`src/rtl/pph_pkg.sv`:
```
// Shared definitions for the ping-pong handoff controller.
// Assumes a fixed pool of scratchpad banks used in round-robin order.
package pph_pkg;
    localparam int NUM_BANKS = 2;
    localparam int BANK_W    = (NUM_BANKS > 1) ? $clog2(NUM_BANKS) : 1;

    typedef enum logic [1:0] {
        BK_EMPTY   = 2'd0,
        BK_FILLING = 2'd1,
        BK_FULL    = 2'd2,
        BK_BUSY    = 2'd3
    } bank_st_e;

    // Advance a bank index round-robin.
    function automatic logic [BANK_W-1:0] bank_bump(input logic [BANK_W-1:0] idx);
        return (idx == BANK_W'(NUM_BANKS - 1)) ? '0 : idx + BANK_W'(1);
    endfunction
endpackage

```
`src/rtl/pph_bank_fsm.sv`:
```
// One bank's ownership state: EMPTY -> FILLING -> FULL -> BUSY -> EMPTY.
// Assumes the sequencer only raises an event legal in the current state;
// any other event is held off by the state checks below.
module pph_bank_fsm
    import pph_pkg::*;
(
    input  logic     clk,
    input  logic     rst_n,
    input  logic     fill_begin,
    input  logic     fill_end,
    input  logic     run_begin,
    input  logic     run_end,
    output bank_st_e state
);
    bank_st_e state_q;
    bank_st_e state_d;

    // Next-state selection from the four lifecycle events.
    always_comb begin
        state_d = state_q;
        unique case (state_q)
            BK_EMPTY:   if (fill_begin) state_d = BK_FILLING;
            BK_FILLING: if (fill_end)   state_d = BK_FULL;
            BK_FULL:    if (run_begin)  state_d = BK_BUSY;
            BK_BUSY:    if (run_end)    state_d = BK_EMPTY;
            default:                    state_d = BK_EMPTY;
        endcase
    end

    // State register with synchronous reset to EMPTY.
    always_ff @(posedge clk) begin
        if (!rst_n) state_q <= BK_EMPTY;
        else        state_q <= state_d;
    end

    assign state = state_q;
endmodule

```
`src/rtl/pph_sequencer.sv`:
```
// Hands banks to the DMA side and the compute side in strict rotation,
// issues the compute start pulse and tracks how much of the job is left.
// Assumes a single DMA engine (one fill in flight) and one compute engine.
module pph_sequencer
    import pph_pkg::*;
#(
    parameter int CNT_W = 16
)(
    input  logic                       clk,
    input  logic                       rst_n,
    input  logic [CNT_W-1:0]           job_total,
    input  logic                       dma_fill_start,
    input  logic                       dma_fill_done,
    input  logic                       cmp_done,
    input  bank_st_e [NUM_BANKS-1:0]   bank_st,
    output logic [NUM_BANKS-1:0]       fill_begin,
    output logic [NUM_BANKS-1:0]       fill_end,
    output logic [NUM_BANKS-1:0]       run_begin,
    output logic [NUM_BANKS-1:0]       run_end,
    output logic [BANK_W-1:0]          wr_bank,
    output logic [BANK_W-1:0]          rd_bank,
    output logic                       fill_ok,
    output logic                       start_pulse,
    output logic                       computing,
    output logic                       jobs_pending,
    output logic                       job_finished
);
    logic                 filling_q;
    logic                 computing_q;
    logic                 start_q;
    logic [BANK_W-1:0]    wptr_q;
    logic [BANK_W-1:0]    rptr_q;
    logic [CNT_W-1:0]     fills_left_q;
    logic [CNT_W-1:0]     jobs_left_q;

    logic                 fill_go;
    logic                 fill_fin;
    logic                 run_fin;
    logic                 launch;
    logic [BANK_W-1:0]    rptr_nx;

    // Accept/qualify the handshake inputs against current ownership.
    always_comb begin
        fill_ok  = !filling_q && (bank_st[wptr_q] == BK_EMPTY) && (fills_left_q != '0);
        fill_go  = dma_fill_start && fill_ok;
        fill_fin = dma_fill_done && filling_q;
        run_fin  = cmp_done && computing_q;
        rptr_nx  = run_fin ? bank_bump(rptr_q) : rptr_q;
        launch   = (!computing_q || run_fin) && (bank_st[rptr_nx] == BK_FULL);
    end

    // Route each accepted event to the bank it concerns.
    for (genvar b = 0; b < NUM_BANKS; b++) begin : g_evt
        assign fill_begin[b] = fill_go  && (wptr_q  == BANK_W'(b));
        assign fill_end[b]   = fill_fin && (wptr_q  == BANK_W'(b));
        assign run_begin[b]  = launch   && (rptr_nx == BANK_W'(b));
        assign run_end[b]    = run_fin  && (rptr_q  == BANK_W'(b));
    end

    // Fill-side pointer and remaining-fill budget.
    always_ff @(posedge clk) begin
        if (!rst_n) begin
            filling_q    <= 1'b0;
            wptr_q       <= '0;
            fills_left_q <= job_total;
        end else begin
            if (fill_go) begin
                filling_q    <= 1'b1;
                fills_left_q <= fills_left_q - CNT_W'(1);
            end else if (fill_fin) begin
                filling_q    <= 1'b0;
                wptr_q       <= bank_bump(wptr_q);
            end
        end
    end

    // Compute-side pointer, run flag, start pulse and completion budget.
    always_ff @(posedge clk) begin
        if (!rst_n) begin
            computing_q <= 1'b0;
            start_q     <= 1'b0;
            rptr_q      <= '0;
            jobs_left_q <= job_total;
        end else begin
            start_q <= launch;
            rptr_q  <= rptr_nx;
            if (launch)       computing_q <= 1'b1;
            else if (run_fin) computing_q <= 1'b0;
            if (run_fin)      jobs_left_q <= jobs_left_q - CNT_W'(1);
        end
    end

    assign wr_bank      = wptr_q;
    assign rd_bank      = rptr_q;
    assign start_pulse  = start_q;
    assign computing    = computing_q;
    assign jobs_pending = (jobs_left_q != '0);
    assign job_finished = (jobs_left_q == '0);
endmodule

```
`src/rtl/pph_perf_counters.sv`:
```
// Splits elapsed cycles into compute time and data-starved time.
// Assumes the inputs are registered state sampled at each edge.
module pph_perf_counters #(
    parameter int CTR_W = 32
)(
    input  logic             clk,
    input  logic             rst_n,
    input  logic             computing,
    input  logic             jobs_pending,
    input  logic             any_full,
    output logic [CTR_W-1:0] stall_cycles,
    output logic [CTR_W-1:0] busy_cycles
);
    logic [CTR_W-1:0] stall_q;
    logic [CTR_W-1:0] busy_q;
    logic             starved;

    // Starved: engine idle, work still owed, nothing loaded to hand over.
    assign starved = !computing && jobs_pending && !any_full;

    // Two accumulators, cleared by reset.
    always_ff @(posedge clk) begin
        if (!rst_n) begin
            stall_q <= '0;
            busy_q  <= '0;
        end else begin
            if (starved)   stall_q <= stall_q + CTR_W'(1);
            if (computing) busy_q  <= busy_q  + CTR_W'(1);
        end
    end

    assign stall_cycles = stall_q;
    assign busy_cycles  = busy_q;
endmodule

```
`src/rtl/pingpong_handoff_ctrl.sv`:
```
// Top of the ping-pong scratchpad handoff controller.
// Instantiates one state machine per bank, the rotation sequencer and
// the performance counters. Assumes job_total is stable during reset.
module pingpong_handoff_ctrl
    import pph_pkg::*;
#(
    parameter int CNT_W = 16,
    parameter int CTR_W = 32
)(
    input  logic                   clk,
    input  logic                   rst_n,
    input  logic [CNT_W-1:0]       job_total,
    input  logic                   dma_fill_start,
    input  logic                   dma_fill_done,
    output logic                   dma_ready,
    output logic [BANK_W-1:0]      dma_bank,
    input  logic                   cmp_done,
    output logic                   cmp_start,
    output logic [BANK_W-1:0]      cmp_bank,
    output logic [2*NUM_BANKS-1:0] bank_state,
    output logic                   all_done,
    output logic [CTR_W-1:0]       stall_cycles,
    output logic [CTR_W-1:0]       busy_cycles
);
    bank_st_e [NUM_BANKS-1:0] bank_st;
    logic [NUM_BANKS-1:0]     fill_begin;
    logic [NUM_BANKS-1:0]     fill_end;
    logic [NUM_BANKS-1:0]     run_begin;
    logic [NUM_BANKS-1:0]     run_end;
    logic [NUM_BANKS-1:0]     full_vec;
    logic                     computing;
    logic                     jobs_pending;

    // One lifecycle state machine per bank.
    for (genvar b = 0; b < NUM_BANKS; b++) begin : g_bank
        pph_bank_fsm u_bank (
            .clk        (clk),
            .rst_n      (rst_n),
            .fill_begin (fill_begin[b]),
            .fill_end   (fill_end[b]),
            .run_begin  (run_begin[b]),
            .run_end    (run_end[b]),
            .state      (bank_st[b])
        );
        assign bank_state[2*b +: 2] = bank_st[b];
        assign full_vec[b]          = (bank_st[b] == BK_FULL);
    end

    pph_sequencer #(.CNT_W(CNT_W)) u_seq (
        .clk            (clk),
        .rst_n          (rst_n),
        .job_total      (job_total),
        .dma_fill_start (dma_fill_start),
        .dma_fill_done  (dma_fill_done),
        .cmp_done       (cmp_done),
        .bank_st        (bank_st),
        .fill_begin     (fill_begin),
        .fill_end       (fill_end),
        .run_begin      (run_begin),
        .run_end        (run_end),
        .wr_bank        (dma_bank),
        .rd_bank        (cmp_bank),
        .fill_ok        (dma_ready),
        .start_pulse    (cmp_start),
        .computing      (computing),
        .jobs_pending   (jobs_pending),
        .job_finished   (all_done)
    );

    pph_perf_counters #(.CTR_W(CTR_W)) u_perf (
        .clk          (clk),
        .rst_n        (rst_n),
        .computing    (computing),
        .jobs_pending (jobs_pending),
        .any_full     (|full_vec),
        .stall_cycles (stall_cycles),
        .busy_cycles  (busy_cycles)
    );
endmodule

```
`config.mk`:
```
export PLATFORM = sky130hd
export DESIGN_NAME = pingpong_handoff_ctrl
export DESIGN_NICKNAME = d
export VERILOG_FILES = /design/src/rtl/pph_pkg.sv /design/src/rtl/pph_bank_fsm.sv /design/src/rtl/pph_sequencer.sv /design/src/rtl/pph_perf_counters.sv /design/src/rtl/pingpong_handoff_ctrl.sv
export SDC_FILE = /design/constraint.sdc
export NUM_CORES = 1
export LEC_CHECK = 0
export CORE_MARGIN = 8
export CORE_UTILIZATION = 46
export CTS_BUF_LIST = sky130_fd_sc_hd__clkbuf_4
export DETAILED_ROUTE_END_ITERATION = 10
export PLACE_DENSITY_LB_ADDON = 0.15
export SYNTH_ARGS = -nofsm -noshare
export SYNTH_HDL_FRONTEND = slang
export SYNTH_SLANG_ARGS = --single-unit
```
`constraint.sdc`:
```
create_clock -name clk -period 7.15 [get_ports clk]
set_clock_uncertainty 0.1 [all_clocks]
set_input_delay 2.145 -clock clk [delete_from_list [all_inputs] [get_ports clk]]
set_output_delay 2.145 -clock clk [all_outputs]
set_load 0.005 [all_outputs]
```
==> impl_metrics.toml, run 1 <==
[cells_and_area]
finish.net_count = 710
final-instance-count-excl-fill = 819
drive_above_1_share = 0.07101
fillers = 1053
areaGrowthSynthToFinish_pct = 20.68
n_antenna_cell = 0
stdcell_area_sq_um = 6570
final_util = 0.5729

[timing]
finalSetupViolCount = 0
hold_slack_ps = 403.8
slew_violations = 0
period_share = 0.6885
setup_tns_ps = 0
tightest_slew_ps = 906.8
max_clock_freq_ghz = 0.2031
timing.final.crit_period_ps = 4923
slew-limit-headroom = 0.3870
layout_setup_ws_ps = 2227
hold_viol = 0
rsz0062_at_grt = "no"

[floorplan]
core_sq_um = 11470
start_util = 0.4747
io_pins = 94
fp.dieArea_sq_um = 15570
die_y_microns = 124.8
fp.dieW_microns = 124.8
rows = 39

[clock_tree]
cts_setup_buffers = 0
clk_latency_ps = 460
numCtsBuffers = 9
clk_pin_slew_worst_paths_ps = 170
hold_buffers = 0
numClockSinks = 105
clk_path_buf_depth = 2
htreeDepth = 3
cts_tree = "built"
ctsResizeCount = 0
cts_root_buf = "clkbuf_4"

[global_route]
grt_pass1_wl_mm = 22.12
grt_pass1_vias = 4536
grt_max_degree = 55
grt_overflow_total = 0
grt.total_usage = 0.1674
grt_antenna_before_repair = 0

[setup_path]
crit_arrival_ps = 2680
path_class = "reg -> out"
r2r-end = "u_perf.stall_cycles[31]"
cp_top_family = "simple AND/OR/NAND/NOR gates"
critPathSlowestCell = "or4_4"
rrSetupSlack_ps = 4260
crit_fanout = 6
r2r_start = "g_bank[0].u_bank.state[0]"
r2r_cells = 7
critPathLaunchType = "flop"
slowest_delay_ps = 560
path_buf_inv = 1
crit_chain = "or4_4 > or3_1 > nor2_1 > clkdlybuf4s50_1"
cp-end-kind = "output port"
cp.depth = 4
crit_required_ps = 4910

[min_path]
min_from = "u_perf.stall_cycles[31]"
min_to = "u_perf.stall_cycles[31]"
min_delay_path_depth = 2
hp-class = "reg -> reg"

[drt]
wl_per_cell_microns = 16.26
drt-initial-drc-count = 308
drc_errors = 0
viasPerCell = 5.600
num_vias = 4586
wirelength_mm = 13.32
drt_first_pass_iters = 5
drtAntennaViolNets = 0

[logic_synthesis]
yosys_warnings = 0
synth.avg_cell_area_sq_um = 9.290
yosysUniqueCellTypes = 53
synth_flop_cell = "dfxtp_1"
synth-seq-cells = 105
netlist_instances = 586
syn_nets = 625
yosysSeqAreaShare = 0.4450
netlist_area_sq_um = 5444
ys_async_sr_fraction = 0
synth_edf_count = 32

[place]
pre_cts_slack_ps = 2725
globalplace.congestion = 0.8273
portBuffers = 93
placed_area_sq_um = 6449
placedCellCount = 803
dp_hpwl_mm = 9.622

[status]
status = "finished, final reports clean"

[run]
maxCapViolCount = 0

[power_and_ir_drop]
p_leak_nw = 2.128
ir_drop_v = 0.0001414
p_total_mw = 1.336
power.density_nw_per_um2 = 203.3
==> cell type report <==
cell class / count / area, sq um / area share
Timing Repair Buffer: 95 / 940.9 / 0.1432
Inverter: 20 / 75.07 / 0.01143
Sequential cell: 105 / 2422 / 0.3687
Clock inverter: 7 / 53.80 / 0.008189
Tap cell: 143 / 178.9 / 0.02723
Clock buffer: 9 / 67.56 / 0.01028
Multi-Input combinational cell: 440 / 2831 / 0.4310
==> metal layers <==
| metal | vias to the layer above | global-route usage | routed length [microns] |
|---|---|---|---|
| met3 | 13 | 0.05915 | 856 |
| met1 | 2185 | 0.2044 | 6085 |
| met4 | 0 | 0.04678 | 149 |
| met2 | 92 | 0.2714 | 6224 |
| li1 | 2296 | - | - |
| met5 | - | 0 | 0 |
==> report_power, final <==
group          internal (mW)  switching, mW
sequential             0.676         0.0630
clock                 0.0756          0.212
combinational          0.135          0.174
total                  0.887          0.449
==> cells in the mapped netlist (3+ instances only) <==
library cell,count,area [sq um]
or3_1,20,125.1
inv_1,20,75.07
dfxtp_1,73,1461
or2_2,3,18.77
and2_1,3,18.77
nand2_1,41,153.9
o21a_1,3,22.52
mux2i_1,4,40.04
a21oi_2,10,87.58
clkbuf_1,16,60.06
nor2_1,72,270.3
a31oi_1,6,37.54
and3_1,6,37.54
xor2_1,31,271.5
nor4_1,11,68.82
nand2b_1,10,62.56
o21ai_2,5,43.79
nor3_1,9,45.04
ha_1,18,225.2
a21oi_1,46,230.2
o21ai_0,17,85.08
edfxtp_1,32,960.9
o31ai_1,13,97.59
nand4_1,18,112.6
xnor2_1,25,219.0
or4_1,14,105.1
and4_1,8,70.07
nand3_1,19,95.09
==> cell usage in the layout, fill, tap and decap left out, drive strengths merged, types with 18 or more instances in the layout <==
| master | Yosys | layout |
|---|---|---|
| or3 | 20 | 20 |
| xnor2 | 25 | 25 |
| a21oi | 56 | 56 |
| inv | 20 | 23 |
| xor2 | 31 | 31 |
| o21ai | 24 | 24 |
| nand4 | 19 | 19 |
| clkdlybuf4s50 | 0 | 92 |
| nor2 | 72 | 72 |
| ha | 18 | 18 |
| nand3 | 19 | 19 |
| dfxtp | 73 | 73 |
| edfxtp | 32 | 32 |
| nand2 | 41 | 41 |
==> how the worst max path moves through the flow <==
stage	startpoint	slack (ps)	endpoint
after global placement	rst_n	2740	u_seq.jobs_left_q[0]
after floorplan	u_seq.jobs_left_q[10]	3370	all_done
after CTS	u_seq.jobs_left_q[10]	2180	all_done
after detailed placement	rst_n	2720	u_seq.jobs_left_q[0]
after global routing	u_seq.jobs_left_q[10]	2120	all_done
final	u_seq.jobs_left_q[10]	2230	all_done
==> kinds of logic (layout without fill, tap and decap cells) <==
family / Yosys count / after routing / share of synthesized area
and+or+nand+nor: 248 / 248 / 0.2452
buffers and inverters: 41 / 131 / 0.03493
adders and majority gates: 18 / 18 / 0.04137
muxes: 5 / 5 / 0.009423
AOI/OAI and AO/OA: 113 / 113 / 0.1340
xor gates and xnor gates: 56 / 56 / 0.09009
DFF: 105 / 105 / 0.4450
==> tightest hold or removal path: stages, from the launching register on <==
cell and delay [ps]:
dfxtp_1 360, o31ai_1 70, a21oi_1 60
==> registers in the layout (all words and copies together), names as in the netlist <==
name                 count
g_bank.u_bank.state      4
u_seq.jobs_left_q       16
u_seq.fills_left_q      16
u_seq.computing          1
u_seq.start_pulse        1
u_seq.filling_q          1
u_perf.busy_cycles      32
u_perf.stall_cycles     32
u_seq.rd_bank            1
u_seq.wr_bank            1
(Power assumes the default switching activity.)
==> run 2: changes to the inputs <==
==> constraint.sdc (replaced) <==
create_clock -name clk -period 4.2 [get_ports clk]
set_clock_uncertainty 0.1 [all_clocks]
set_input_delay 1.26 -clock clk [delete_from_list [all_inputs] [get_ports clk]]
set_output_delay 1.26 -clock clk [all_outputs]
set_load 0.005 [all_outputs]
==> run 2 against run 1 <==
Utilization fell by 0.12 points. Largest cell class unchanged. Final cell count rose by 0.12%. Via count barely moved. Combinational power rose by 73%. Critical path depth did not move. Global-route usage rose by 0.22 points. Non-clock buffer count rose by 1. Wire length rose by 1.5%. Total power rose by 68%. Clock power rose by 55%. Clock-buffer cell count rose by 1.
==> impl_metrics.toml, run 2 (same netlist as run 1, synthesis figures left out) <==
[power_and_ir_drop]
ir_drop_v = 0.0001972
power.density_nw_per_um2 = 341.5
p_leak_nw = 2.122

[setup_path]
rrSetupSlack_ps = 1210
path_class = "reg -> out"
slowest_delay_ps = 570
r2r-end = "u_perf.stall_cycles[31]"
crit_chain = "or4_4 > or3_1 > nor2_1 > clkdlybuf4s50_1"
r2r_start = "g_bank[0].u_bank.state[0]"
cp-end-kind = "output port"
r2r_cells = 7
crit_fanout = 6
critPathSlowestCell = "or4_4"
crit_required_ps = 2840
crit_arrival_ps = 2680
critPathLaunchType = "flop"

[timing]
max_clock_freq_ghz = 0.2473
tightest_slew_ps = 909.2
rsz0062_at_grt = "no"
period_share = 0.9628
setup_tns_ps = 0
slew_violations = 0
hold_slack_ps = 405.4
timing.final.crit_period_ps = 4044
hold_viol = 0
slew-limit-headroom = 0.3888
finalSetupViolCount = 0

[global_route]
grt_overflow_total = 0
grt_pass1_wl_mm = 22.09
grt_antenna_before_repair = 0
grt.total_usage = 0.1695
grt_pass1_vias = 4508
grt_max_degree = 38

[drt]
drc_errors = 0
wl_per_cell_microns = 16.48
drt_first_pass_iters = 5
num_vias = 4582
drtAntennaViolNets = 0
drt-initial-drc-count = 343
wirelength_mm = 13.51
viasPerCell = 5.588

[clock_tree]
ctsResizeCount = 0
hold_buffers = 0
clk_pin_slew_worst_paths_ps = 140
cts_tree = "built"
numClockSinks = 105
cts_root_buf = "clkbuf_4"
clk_latency_ps = 480
cts_setup_buffers = 0
htreeDepth = 3
numCtsBuffers = 9
clk_path_buf_depth = 2

[min_path]
hp-class = "reg -> reg"
min_delay_path_depth = 2
min_to = "u_perf.stall_cycles[31]"
min_from = "u_perf.stall_cycles[31]"

[cells_and_area]
n_antenna_cell = 0
layout_common_cells = "92 x clkdlybuf4s50_1, 73 x dfxtp_1, 72 x nor2_1"
drive_above_1_share = 0.06795
areaGrowthSynthToFinish_pct = 20.43
final_common_cell = "clkdlybuf4s50_1"
stdcell_area_sq_um = 6556
finish.net_count = 711

[place]
portBuffers = 93
dp_hpwl_mm = 9.832
globalplace.congestion = 0.7924
placed_area_sq_um = 6456

[floorplan]
fp.dieArea_sq_um = 15570
core_sq_um = 11470
rows = 39
die_y_microns = 124.8
start_util = 0.4747
fp.dieW_microns = 124.8
io_pins = 94

[status]
status = "finished, final reports clean"

[run]
maxCapViolCount = 0
## run 2: where the power goes
part	switching (mW)	leakage [nW]	total [mW]	internal [mW]
Sequential	0.109	0.900	1.26	1.15
Combinational	0.304	1.17	0.534	0.230
Clock	0.327	0.0563	0.446	0.119
## run 2: final cells by class
class	count	area (sq um)
clock buffer	10	75.07
clock inverter	6	25.02
fill	1060	4911
inverter	20	75.07
multi-input combinational	440	2831
sequential	105	2422
tap	143	178.9
timing repair buffer	96	948.4
## run 2: layer usage
layer  up-vias  wire (microns)  track usage
met5         -               0            0
met4         0             172      0.05882
met3        14             903      0.05745
met2        97            6383       0.2783
li1       2293               -            -
met1      2178            6051       0.2018
## run 2: critical path: cells and delay by family, from the launching register on
family        cells  cell delay (ps)
simple gates      3             1210
buf+inv           1              530
flops             1              480
## run 2: metrics by stage
| stage | power [mW] | util | instances | setup slack [ps] |
|---|---|---|---|---|
| 4_1_cts | 2.256 | 0.5717 | 820 | 93.28 |
| 5_1_grt | 2.370 | 0.5717 | 820 | 52.95 |
| 3_3_place_gp | 1.784 | 0.5630 | 804 | 684.1 |
| 6_report | 2.239 | 0.5717 | 820 | 156.3 |
| 3_5_place_dp | 1.812 | 0.5630 | 804 | 662.6 |
| 2_1_floorplan | 1.641 | - | 586 | 1304 |
## run 2: worst max path at each step
stage / startpoint / end / slack, ps / cells past startpoint
after CTS: u_seq.jobs_left_q[10] / all_done / 90 / 4
after floorplan: u_seq.jobs_left_q[10] / all_done / 1300 / 4
after global routing: u_seq.jobs_left_q[10] / all_done / 50 / 4
after detailed placement: u_seq.jobs_left_q[10] / all_done / 660 / 4
after global placement: u_seq.jobs_left_q[10] / all_done / 680 / 4
final: u_seq.jobs_left_q[10] / all_done / 160 / 4
